`src/rtl/rwalt_pkg.sv`:
```
package rwalt_pkg;

    typedef struct packed {
        logic op_valid;
        logic op_is_write;
        logic echo_en;
    } rwalt_out_t;

    typedef struct packed {
        logic fresh;
        logic last_wr;
    } rwalt_dir_t;

endpackage

```
`src/rtl/rwalt_enable_decode.sv`:
```
module rwalt_enable_decode #(
    parameter int NUM_BANK_SEL = 2
) (
    input  logic                    run_sel_n,
    input  logic [NUM_BANK_SEL-1:0] bank_sel_n,
    output logic                    bank_ok,
    output logic                    active
);
    always_comb begin
        bank_ok = ~(|bank_sel_n);
        active  = bank_ok & ~run_sel_n;
    end
endmodule

```
`src/rtl/rwalt_dir_track.sv`:
```
module rwalt_dir_track
    import rwalt_pkg::*;
(
    input  logic clk,
    input  logic rst_n,
    input  logic active,
    input  logic run_gap,
    input  logic wr_start_n,
    output logic wr_now,
    output logic fresh,
    output logic last_wr
);
    rwalt_dir_t st_d, st_q;

    always_comb begin
        st_d   = st_q;
        wr_now = st_q.fresh ? ~wr_start_n : ~st_q.last_wr;
        if (active) begin
            st_d.fresh   = 1'b0;
            st_d.last_wr = wr_now;
        end else if (run_gap) begin
            st_d.fresh = 1'b1;
        end
    end

    always_ff @(posedge clk or negedge rst_n) begin
        if (!rst_n) begin
            st_q <= '{fresh: 1'b1, last_wr: 1'b0};
        end else begin
            st_q <= st_d;
        end
    end

    assign fresh   = st_q.fresh;
    assign last_wr = st_q.last_wr;

    assert_restart_on_run_gap_R2: assert property (@(posedge clk) disable iff (!rst_n)
        run_gap |=> fresh);
    assert_bank_gap_keeps_state_R4: assert property (@(posedge clk) disable iff (!rst_n)
        (!run_gap && !active) |=> ($stable(fresh) && $stable(last_wr)));
endmodule

```
`src/rtl/rw_alternator.sv`:
```
module rw_alternator
    import rwalt_pkg::*;
#(
    parameter int NUM_BANK_SEL = 2
) (
    input  logic                    clk,
    input  logic                    rst_n,
    input  logic                    run_sel_n,
    input  logic [NUM_BANK_SEL-1:0] bank_sel_n,
    input  logic                    wr_start_n,
    output logic                    op_valid,
    output logic                    op_is_write,
    output logic                    echo_en
);
    logic bank_ok, active, wr_now, fresh, last_wr;
    rwalt_out_t out_d, out_q;

    rwalt_enable_decode #(.NUM_BANK_SEL(NUM_BANK_SEL)) u_dec (
        .run_sel_n  (run_sel_n),
        .bank_sel_n (bank_sel_n),
        .bank_ok    (bank_ok),
        .active     (active)
    );

    rwalt_dir_track u_dir (
        .clk        (clk),
        .rst_n      (rst_n),
        .active     (active),
        .run_gap    (run_sel_n),
        .wr_start_n (wr_start_n),
        .wr_now     (wr_now),
        .fresh      (fresh),
        .last_wr    (last_wr)
    );

    always_comb begin
        out_d.op_valid    = active;
        out_d.op_is_write = active & wr_now;
        out_d.echo_en     = bank_ok;
    end

    always_ff @(posedge clk or negedge rst_n) begin
        if (!rst_n) begin
            out_q <= '0;
        end else begin
            out_q <= out_d;
        end
    end

    assign op_valid    = out_q.op_valid;
    assign op_is_write = out_q.op_is_write;
    assign echo_en     = out_q.echo_en;

    assert_access_when_selected_R1: assert property (@(posedge clk) disable iff (!rst_n)
        (!run_sel_n && !(|bank_sel_n)) |=> op_valid);
    assert_idle_when_released_R1: assert property (@(posedge clk) disable iff (!rst_n)
        (run_sel_n || (|bank_sel_n)) |=> !op_valid);
    assert_first_dir_from_pin_R2: assert property (@(posedge clk) disable iff (!rst_n)
        (!run_sel_n && !(|bank_sel_n) && fresh) |=> (op_is_write == !$past(wr_start_n)));
    assert_flip_in_run_R3: assert property (@(posedge clk) disable iff (!rst_n)
        (!run_sel_n && !(|bank_sel_n) && !fresh) |=> (op_is_write == !$past(last_wr)));
    assert_echo_follows_bank_R6: assert property (@(posedge clk) disable iff (!rst_n)
        1'b1 |=> (echo_en == !$past(|bank_sel_n)));
    assert_no_dir_without_access_R7: assert property (@(posedge clk) disable iff (!rst_n)
        !op_valid |-> !op_is_write);
endmodule

```
`config.mk`:
```
export PLATFORM = sky130hd
export DESIGN_NAME = rw_alternator
export DESIGN_NICKNAME = d
export VERILOG_FILES = /design/src/rtl/rwalt_pkg.sv /design/src/rtl/rwalt_enable_decode.sv /design/src/rtl/rwalt_dir_track.sv /design/src/rtl/rw_alternator.sv
export SDC_FILE = /design/constraint.sdc
export NUM_CORES = 1
export LEC_CHECK = 0
export BUFFER_PORTS_ARGS = -buffer_cell sky130_fd_sc_hd__buf_2
export CAP_MARGIN = 20
export CORE_AREA = 2 2 39 41
export DETAILED_ROUTE_END_ITERATION = 16
export DIE_AREA = 0 0 41 43
export GPL_TIMING_DRIVEN = 0
export PLACE_DENSITY = 0.36
export RECOVER_POWER = 50
export SYNTH_ARGS = -nofsm -noshare
export SYNTH_HDL_FRONTEND = slang
export SYNTH_HIERARCHICAL = 1
export SYNTH_SLANG_ARGS = --single-unit
```
`constraint.sdc`:
```
create_clock -name clk -period 1.9 [get_ports clk]
set_input_delay 0.095 -clock clk [delete_from_list [all_inputs] [get_ports clk]]
set_output_delay 0.095 -clock clk [all_outputs]
set_load 0.02 [all_outputs]
```
# Yosys cells after proc, flatten, opt, wreduce, memory -nomap -nowiden
# Index checks and enable logic that the tools add are counted.
# word_totals
regBits	5
input_bits	6
elab_cells	16
# classes
mux	3
n_bitwise	6
reduce_logical	2
# ops
cell	count
1-bit NOT	4
1-bit 2-to-1 mux	3
1-bit AND	2
2-bit nonzero test	1
2-bit OR reduction	1

# Depth between registers and ports, before layout
# Gate-level depths: netlist of run 1.
# depth
ltp_word	4
ltp_mapped	4
ltp_nobuf	4

# Hierarchy
# Netlist of run 1, hierarchy kept.
# by_module_without_submodules
mod	n_inst	cells_per_inst	area_each_um2	seq_area_each_um2
rwalt_dir_track	1	11	96.3	51.3
rw_alternator	1	4	81.3	75.1
rwalt_enable_decode	1	2	13.8	0.0

# Worst setup path before layout of run 1
# No wires, ideal clock.
# synth_path
kind	flip-flop to flip-flop
from	register u_dir.st_q, in the netlist u_dir/fresh
to	register out_q, in the netlist op_is_write
setup_ps	66
arrival_time_ps	798
path_slack_ps	1036
stages_incl_launch_ff	3
synth_period_minus_slack_ps	864
path_cell_list	dfstp_2 > mux2i_1 > and2_1
# synth_lines
element	line_no	source
from (decl)	rwalt_dir_track.sv:13	rwalt_dir_t st_d, st_q;
from (signal assigned)	rwalt_dir_track.sv:28	st_q <= '{fresh: 1'b1, last_wr: 1'b0};
from (signal assigned)	rwalt_dir_track.sv:30	st_q <= st_d;
to (signal assigned)	rw_alternator.sv:46	out_q <= out_d;
to (decl)	rw_alternator.sv:16	rwalt_out_t out_d, out_q;

==> impl_metrics.tcl, run 1 <==
set metrics [dict create \
    outcome "completed" \
    dieArea_mm2 0.00176 \
    post_cts_buffers 0 \
    grt_pass1_vias 197 \
    io_buffers 8 \
    cts-root-buf "clkbuf_4" \
    grt_usage 0.0714 \
    cp-start-kind "flip-flop" \
    r2r_setup_slack_ns 0.96 \
    drive_gt1_frac 0.367 \
    cp_max_fo 4 \
    syn_area_per_cell_um2 11.3 \
    drt_iter0_drc 0 \
    finalClockSkew_ns 0.00146 \
    grt_max_degree 6 \
    synthAdderAreaFrac 0 \
    endpoint "op_is_write" \
    p_sw_mw 0.0665 \
    yosys_warnings 6 \
    reg2regPathDepth 2 \
    num_vias 157 \
    busiest_layer "met4" \
    fmax_ghz 1.07 \
    rsz0062_at_grt "false" \
    critPathKind "reg -> reg" \
    startpoint "u_dir/fresh" \
    comb_power_share 0.112 \
    first_pass_iters 1 \
    seqPwrFrac 0.453 \
    htreeDepth 1 \
    finalHoldViolations 0 \
    end_kind "flip-flop" \
    syn_area_um2 191 \
    synth_area_leaders "dfrtp_1 (52%), dfstp_2 (14%), nor2_1 (5.9%), mux2i_1 (5.2%), nor3_2 (5.2%)" \
    worstReg2RegStart "u_dir/fresh" \
    place.gp.congestion 0.618 \
    clock_sinks 5 \
    power.internal_mw 0.213 \
    power_frac_clock 0.436 \
    utilization 0.206 \
    met2_usage 0.0938 \
    cellPowerDensity_mw_per_mm2 980 \
    diodes 0 \
    ir_worst_vdd_mv 0.134 \
    grt_use_met1 0.0645 \
    setup_viol 0 \
    synth_top_area_share 0.523 \
    fp.dieH_um 43 \
    tightestPinTransition_ns 0.298 \
    core_mm2 0.00138 \
    antenna_found_initial 0 \
    leakage_nw 0.139 \
    cts_tree "done" \
    io_pins 9 \
    yosysTopAreaCell "dfrtp_1" \
    required_ns 2.08 \
    synth_seq_area_share 0.660 \
    rows 14 \
    syn2layout_area_growth_pct 49.0 \
    grt_pass1_wl_um 752 \
    grt-ovfl-total 0 \
    cts_buffers 3 \
    tns_ns 0 \
    cts_buffer_depth 2 \
    path_clk_slew_ns 0.04 \
    synth.mux.area_fraction 0.0523 \
    period_share 0.494 \
    arrival_ns 1.12 \
    finalMaxSlewViolations 0 \
    synth_top_family_by_area "simple AND/OR/NAND/NOR gates" \
    multi_input_area_um2 61.3 \
    synth_cell_types 11 \
    swShare 0.238 \
    nFillCells 160 \
    synth-simple-area-share 0.216 \
    slew_headroom 0.800 \
    post_drt_via_cell_ratio 3.41 \
    dieWidth_um 41 \
    min_path_cells 2 \
    drc 0 \
    period_minus_slack_ns 0.938 \
    rr_endpoint "op_is_write" \
    grtUsageMet3 0.0157 \
    synth-xor-area-share 0 \
    ys_ff_latch 5 \
    hold_class "in -> reg" \
    drt_wl_total_um 397 \
    start_util 0.138 \
    nNetsFinal 37 \
    synth_compound_area_frac 0.0523 \
    drv_cap 0 \
    clock_latency_ns 0.24 \
    seqCellArea_um2 126 \
    synth_fp_nets 23 \
    wl_per_cell_um 8.63 \
    drtAntennaViolNets 0 \
    syn_inst 17 \
]
==> through the flow <==
step	std cells	instance area [µm²]	worst slack, ns	power, mW	hold slack (ns)
3_5_place_dp	41	251	0.955	0.158	-0.0851
5_1_grt	46	285	0.877	0.298	0.0265
4_1_cts	46	288	0.968	0.288	0.0154
3_3_place_gp	41	251	0.988	0.157	-0.0882
2_1_floorplan	17	191	1.04	0.143	-0.201
6_report	46	285	0.962	0.279	0.0266
==> Yosys cell counts <==
| cell | count |
|---|---|
| dfrtp_1 | 4 |
| nor2_1 | 3 |
| nand2_1 | 2 |
| and2_1 | 1 |
| dfstp_2 | 1 |
| inv_1 | 1 |
| mux2i_1 | 1 |
| nor2b_1 | 1 |
| nor3_2 | 1 |
| o21ai_0 | 1 |
| o21ai_1 | 1 |
==> cells in the final DEF (no fill, tap or decap) <==
master,n
o21ai_0,1
nor2_1,3
clkbuf_1,3
inv_1,1
mux2i_1,1
nand2_1,2
buf_2,6
dfstp_2,1
nor2b_1,1
o21ai_1,1
dlygate4sd3_1,1
nor3_2,1
clkbuf_4,3
dfrtp_1,4
and2_1,1
==> worst max-delay path, stage by stage (launching register included) <==
cell,delay (ns)
dfstp_2,0.55
mux2i_1,0.19
and2_1,0.14
==> power groups by stage <==
stage	logic, mW	clock network [mW]	registers (mW)
3_3_place_gp	0.0287	0	0.128
2_1_floorplan	0.0129	0	0.130
6_report	0.0312	0.122	0.127
4_1_cts	0.0319	0.130	0.126
5_1_grt	0.0370	0.133	0.129
3_5_place_dp	0.0303	0	0.128
==> state kept, by name, indices dropped and copies added, names as in the netlist <==
| signal | cells |
|---|---|
| u_dir/fresh | 1 |
| echo_en | 1 |
| op_is_write | 1 |
| u_dir/last_wr | 1 |
| op_valid | 1 |
==> timing repair <==
action / 4_1_cts / 5_1_grt
resized for setup: 0 / 0
endpoints found under the hold margin: 5 / 0
hold buffers: 1 / 0
==> worst min-delay path by stage <==
stage / startpoint / end / slack (ns)
floorplan: rst_n / echo_en / -0.20
global placement: rst_n / op_valid / -0.09
detailed placement: rst_n / echo_en / -0.09
CTS: bank_sel_n[0] / echo_en / 0.02
global route: bank_sel_n[0] / echo_en / 0.03
finish: bank_sel_n[0] / echo_en / 0.03
==> layout make-up <==
class | instances | area share
tap | 16 | 0.0702
multi-input combinational | 11 | 0.215
timing repair buffer | 9 | 0.167
sequential | 5 | 0.443
inverter | 1 | 0.0132
clock buffer | 4 | 0.0921
==> metal layers <==
metal	vias to the layer above	share of wire
li1	79	-
met4	0	0.030
met5	-	0
met1	71	0.32
met2	5	0.59
met3	2	0.058
==> kinds of logic (layout without fill, tap and decap cells) <==
family | count (synthesis) | in the layout
AND/OR/NAND/NOR | 8 | 8
flip-flops | 5 | 5
AO/OA/AOI/OAI | 2 | 2
multiplexers | 1 | 1
buffers and inverters | 1 | 14
No activity file was read; power rests on OpenSTA's default activity.
==> run 2: changes to the inputs <==
--- a/config.mk
+++ b/config.mk
@@ -11,7 +11,7 @@
 export DETAILED_ROUTE_END_ITERATION = 16
 export DIE_AREA = 0 0 41 43
 export GPL_TIMING_DRIVEN = 0
-export PLACE_DENSITY = 0.36
+export PLACE_DENSITY = 0.37
 export RECOVER_POWER = 50
 export SYNTH_ARGS = -nofsm -noshare
 export SYNTH_HDL_FRONTEND = slang
==> constraint.sdc (replaced) <==
create_clock -name clk -period 0.8 [get_ports clk]
set_input_delay 0.04 -clock clk [delete_from_list [all_inputs] [get_ports clk]]
set_output_delay 0.04 -clock clk [all_outputs]
set_load 0.02 [all_outputs]
==> run 2 against run 1 <==
  * The flow now finishes with violations (setup timing)
  * Core utilization increased by 3.0 points
  * Clock power is 130% higher
  * Worst setup slack got worse by 1.1 ns
  * Clock-buffer cell count is the same
  * Largest cell class unchanged
  * Register-to-register slack got worse by 1.1 ns
  * Clock skew about the same
==> impl_metrics.tcl, run 2 (synthesis gave the netlist of run 1 again) <==
set metrics [dict create \
    required_ns 0.97 \
    period_share 1.15 \
    arrival_ns 1.09 \
    htreeDepth 1 \
    finalHoldViolations 0 \
    core_mm2 0.00138 \
    final_cell_mix "buf_2 (5), dfrtp_1 (4), clkbuf_4 (3)" \
    dp.final_hpwl_um 284 \
    cp_max_fo 4 \
    outcome "finished, violations left" \
    drtAntennaViolNets 0 \
    clock_latency_ns 0.24 \
    dieWidth_um 41 \
    end_kind "flip-flop" \
    wl_per_cell_um 7.83 \
    grt-ovfl-total 0 \
    tightestPinTransition_ns 0.276 \
    cts_tree "done" \
    min_path_cells 2 \
    fmax_ghz 1.09 \
    io_buffers 8 \
    critPathKind "reg -> reg" \
    diodes 0 \
    rsz0062_at_grt "true" \
    grt_max_degree 6 \
    place.gp.congestion 0.647 \
    num_vias 176 \
    drc 0 \
    hold_class "in -> reg" \
    place_inst 41 \
    rows 14 \
    cts_buffers 3 \
    ir_worst_vdd_mv 0.361 \
    drt_wl_total_um 376 \
    clock_sinks 5 \
    cellPowerDensity_mw_per_mm2 2090 \
    fp.dieH_um 43 \
    cts_buffer_depth 2 \
    violations "setup timing" \
    nNetsFinal 39 \
    grt_pass1_vias 195 \
    setup_ws_ns -0.117 \
    period_minus_slack_ns 0.917 \
    drt_iter0_drc 0 \
    grt_usage 0.0614 \
    finalClockSkew_ns 0.000983 \
    start_util 0.138 \
    syn2layout_area_growth_pct 70.6 \
    setup_viol 3 \
    reg2regPathDepth 2 \
    grt_pass1_wl_um 648 \
    leakage_nw 0.162 \
    drive_gt1_frac 0.469 \
    drv_cap 0 \
    final_common_cell "buf_2" \
    antenna_found_initial 0 \
    first_pass_iters 1 \
    tns_ns -0.251 \
    post_drt_via_cell_ratio 3.67 \
    instances_no_fill 48 \
    finalMaxSlewViolations 0 \
    slew_headroom 0.815 \
    cts-root-buf "clkbuf_4" \
    fin_hold_ws_ns 0.00240 \
    cp-start-kind "flip-flop" \
    io_pins 9 \
    path_clk_slew_ns 0.04 \
    dieArea_mm2 0.00176 \
]
[run 2: cell types whose count changed in the layout (fill, tap and decap cells not counted), sizes merged]
cell,delta
buf,+2
dlygate4sd3,+1
clkbuf,-1
[run 2: repair_timing]
action,in CTS,in global routing
setup endpoints to repair,2,5
gates cloned,0,0
hold endpoints to repair,7,0
hold buffers,2,0
gates resized for setup,0,6
setup buffers,0,1
[run 2: routing by layer]
metal | GRT usage | routed length, µm | vias up | share of wire
met4 | 0.100 | 12 | 0 | 0.032
li1 | - | - | 84 | -
met5 | 0 | 0 | - | 0
met1 | 0.0455 | 123 | 85 | 0.33
met2 | 0.0906 | 226 | 5 | 0.60
met3 | 0.0157 | 13 | 2 | 0.035
[run 2: metrics by stage]
| stage | setup WS, ns | area, µm² | power, mW | utilization |
|---|---|---|---|---|
| 2_1_floorplan | -0.0642 | 191 | 0.341 | - |
| 3_3_place_gp | -0.116 | 251 | 0.375 | 0.182 |
| 3_5_place_dp | -0.115 | 251 | 0.378 | 0.182 |
| 4_1_cts | -0.122 | 298 | 0.681 | 0.215 |
| 5_1_grt | -0.174 | 327 | 0.724 | 0.236 |
| 6_report | -0.117 | 327 | 0.682 | 0.236 |
[run 2: worst paths after layout]
kind	start	end	slack [ns]
worst max register to register	u_dir/fresh	op_is_write	-0.12
min in group asynchronous	rst_n	op_is_write	0.18
worst max-delay path	u_dir/fresh	op_is_write	-0.12
worst min-delay path	bank_sel_n[0]	op_valid	0.002
worst min register to register	u_dir/last_wr	u_dir/last_wr	0.47
max in group asynchronous	rst_n	u_dir/fresh	0.36
[run 2: final cells by class]
cell class / instances / area [µm²]
Fill cell: 158 / 1060
Inverter: 1 / 3.75
Timing Repair Buffer: 11 / 78.8
Multi-Input combinational cell: 11 / 71.3
Clock buffer: 4 / 26.3
Sequential cell: 5 / 126
Tap cell: 16 / 20.0
[run 2: power by group]
| part | switching (mW) | internal, mW | total, mW | leakage [nW] |
|---|---|---|---|---|
| clock | 0.0969 | 0.188 | 0.285 | 0.0150 |
| combinational | 0.0418 | 0.0525 | 0.0943 | 0.0838 |
| sequential | 0.0192 | 0.284 | 0.303 | 0.0628 |
[run 2: critical path, cell delays in order, from the launching register on]
cell and delay (ns):
dfstp_2 0.56, mux2i_1 0.17, and2_1 0.13
==> run 3: changes to the inputs <==
--- a/config.mk
+++ b/config.mk
@@ -5,13 +5,16 @@
 export SDC_FILE = /design/constraint.sdc
 export NUM_CORES = 1
 export LEC_CHECK = 0
+export ABC_AREA = 1
 export BUFFER_PORTS_ARGS = -buffer_cell sky130_fd_sc_hd__buf_2
 export CAP_MARGIN = 20
+export CELL_PAD_IN_SITES_DETAIL_PLACEMENT = 1
+export CELL_PAD_IN_SITES_GLOBAL_PLACEMENT = 1
 export CORE_AREA = 2 2 39 41
 export DETAILED_ROUTE_END_ITERATION = 16
 export DIE_AREA = 0 0 41 43
 export GPL_TIMING_DRIVEN = 0
-export PLACE_DENSITY = 0.37
+export PLACE_DENSITY = 0.46
 export RECOVER_POWER = 50
 export SYNTH_ARGS = -nofsm -noshare
 export SYNTH_HDL_FRONTEND = slang
==> run 3 against run 2 <==
  * The run still ends with setup timing left
  * Core utilization fell by 0.27 points
  * Clock-buffer cell count did not move
  * Final area down 1.1%
  * Critical path type unchanged
  * Largest power group is now clock
  * Highest routed layer is now met3
==> impl_metrics.tcl, run 3 <==
set metrics [dict create \
    yosys_most_used_dff "dfrtp_1" \
    first_pass_iters 2 \
    grt-ovfl-total 0 \
    drc 0 \
    drive_gt1_frac 0.543 \
    post-synth-top-count-cell "inv_1" \
    fin_hold_ws_ns 0.00517 \
    ir_worst_vdd_mv 1.02 \
    cpMaxStageDelayCell "dfstp_2" \
    synth_seq_area_share 0.627 \
    grt_max_degree 6 \
    final_cell_mix "nand2_2 (4), dfrtp_1 (4), buf_2 (4), inv_1 (4)" \
    arrival_ns 1.06 \
    cts-root-buf "clkbuf_4" \
    io_buffers 8 \
    crit_top_cell "nand2_2" \
    grt_usage 0.0645 \
    rows 14 \
    synth_area_leaders "dfrtp_1 (50%), dfstp_2 (13%), inv_1 (11%), nand2_1 (7.5%), nand2_2 (6.2%)" \
    hold_class "in -> reg" \
    clock_sinks 5 \
    cp_max_fo 3 \
    drv_cap 0 \
    required_ns 0.94 \
    nNetsFinal 42 \
    period_minus_slack_ns 0.920 \
    dieWidth_um 41 \
    path_clk_slew_ns 0.05 \
    io_pins 9 \
    postCtsHoldBufs 1 \
    fp.dieH_um 43 \
    multi_input_area_um2 60.1 \
    cts_tree "done" \
    synth_top_area_share 0.497 \
    antenna_found_initial 0 \
    rsz0062_at_grt "true" \
    place.gp.congestion 0.692 \
    cellPowerDensity_mw_per_mm2 2090 \
    cts_buffers 3 \
    synthArstFlopShare 1.00 \
    slew_headroom 0.828 \
    num_vias 184 \
    yosysTopAreaCell "dfrtp_1" \
    syn2layout_area_growth_pct 60.2 \
    syn_area_um2 201 \
    synth_edf_count 0 \
    htreeDepth 1 \
    diodes 0 \
    grt_pass1_wl_um 641 \
    grt_pass1_vias 177 \
    seqCellArea_um2 126 \
    drtAntennaViolNets 0 \
    start_util 0.146 \
    syn_inst 22 \
    instances_no_fill 51 \
    post_drt_via_cell_ratio 3.61 \
    drt_wl_total_um 415 \
    syn_area_per_cell_um2 9.16 \
    slowest_delay_ns 0.56 \
    dieArea_mm2 0.00176 \
    end_kind "flip-flop" \
    fmax_ghz 1.09 \
    outcome "finished, violations left" \
    power_mw 0.675 \
    finalClockSkew_ns 0.00224 \
    synth_cell_types 9 \
    cp-start-kind "flip-flop" \
    leakage_nw 0.177 \
    drt_iter0_drc 1 \
    yosys_warnings 6 \
    setup_viol 2 \
    finalHoldViolations 0 \
    wl_per_cell_um 8.14 \
    ys_ff_latch 5 \
    tightestPinTransition_ns 0.258 \
    cp.buffers_inverters 1 \
    synth_fp_nets 28 \
    nFillCells 175 \
    core_mm2 0.00138 \
    path_cells "nand2_2 -> and2_4 -> nand2_2 -> inv_2" \
    place_inst 46 \
    critPathKind "reg -> reg" \
    crit_family "flip-flops" \
    clock_latency_ns 0.24 \
    cts_buffer_depth 2 \
    period_share 1.15 \
    finalMaxSlewViolations 0 \
    setup_ws_ns -0.120 \
    synth_common_cells "inv_1 (6), dfrtp_1 (4), nand2_1 (4)" \
    violations "setup timing" \
    post_cts_buffers 0 \
]
run 3: through the flow:
step                instance area [µm²]   util  setup TNS [ns]  worst slack [ns]
finish                              323  0.233          -0.178            -0.120
floorplan                           201      -         -0.0787           -0.0787
CTS                                 298  0.215          -0.193            -0.136
global route                        323  0.233          -0.348            -0.173
global placement                    262  0.189          -0.151            -0.121
detailed placement                  262  0.189          -0.183            -0.133
run 3: area by class of cell:
type,count,area share
Inverter,6,0.0698
Tap cell,16,0.0620
Sequential cell,5,0.391
Timing Repair Buffer,9,0.209
Clock buffer,4,0.0814
Multi-Input combinational cell,11,0.186
run 3: worst paths after layout:
path / startpoint / endpoint / slack [ns] / depth (start not counted)
max in group asynchronous: rst_n / u_dir/fresh / 0.36 / 2
hold reg to reg: u_dir/last_wr / u_dir/last_wr / 0.51 / 2
setup / recovery: u_dir/fresh / op_is_write / -0.12 / 4
hold / removal: run_sel_n / op_valid / 0.005 / 2
setup reg to reg: u_dir/fresh / op_is_write / -0.12 / 4
min in group asynchronous: rst_n / op_is_write / 0.17 / 2
run 3: layer usage:
| layer | GRT usage | part of all wire | vias to the layer above |
|---|---|---|---|
| li1 | - | - | 86 |
| met1 | 0.0519 | 0.32 | 88 |
| met2 | 0.0844 | 0.56 | 10 |
| met3 | 0.0628 | 0.13 | 0 |
| met4 | 0.0600 | 0 | 0 |
| met5 | 0 | 0 | - |
run 3: power by group:
| part | switching [mW] | total [mW] | internal [mW] |
|---|---|---|---|
| Combinational | 0.0428 | 0.0871 | 0.0444 |
| Clock | 0.108 | 0.297 | 0.189 |
| Sequential | 0.0143 | 0.291 | 0.277 |
run 3: repair_timing:
action                     in CTS  in global routing
setup endpoints to repair       2                  5
pin swaps                       2                  1
gates resized for setup         0                 11
cloned                          0                  0
hold endpoints to repair        5                  1
run 3: cell families (layout without fill, tap and decap cells):
logic type / count (synthesis) / after routing / synth area share
buffers and inverters: 6 / 19 / 0.112
and+or+nand+nor: 11 / 11 / 0.261
DFF: 5 / 5 / 0.627
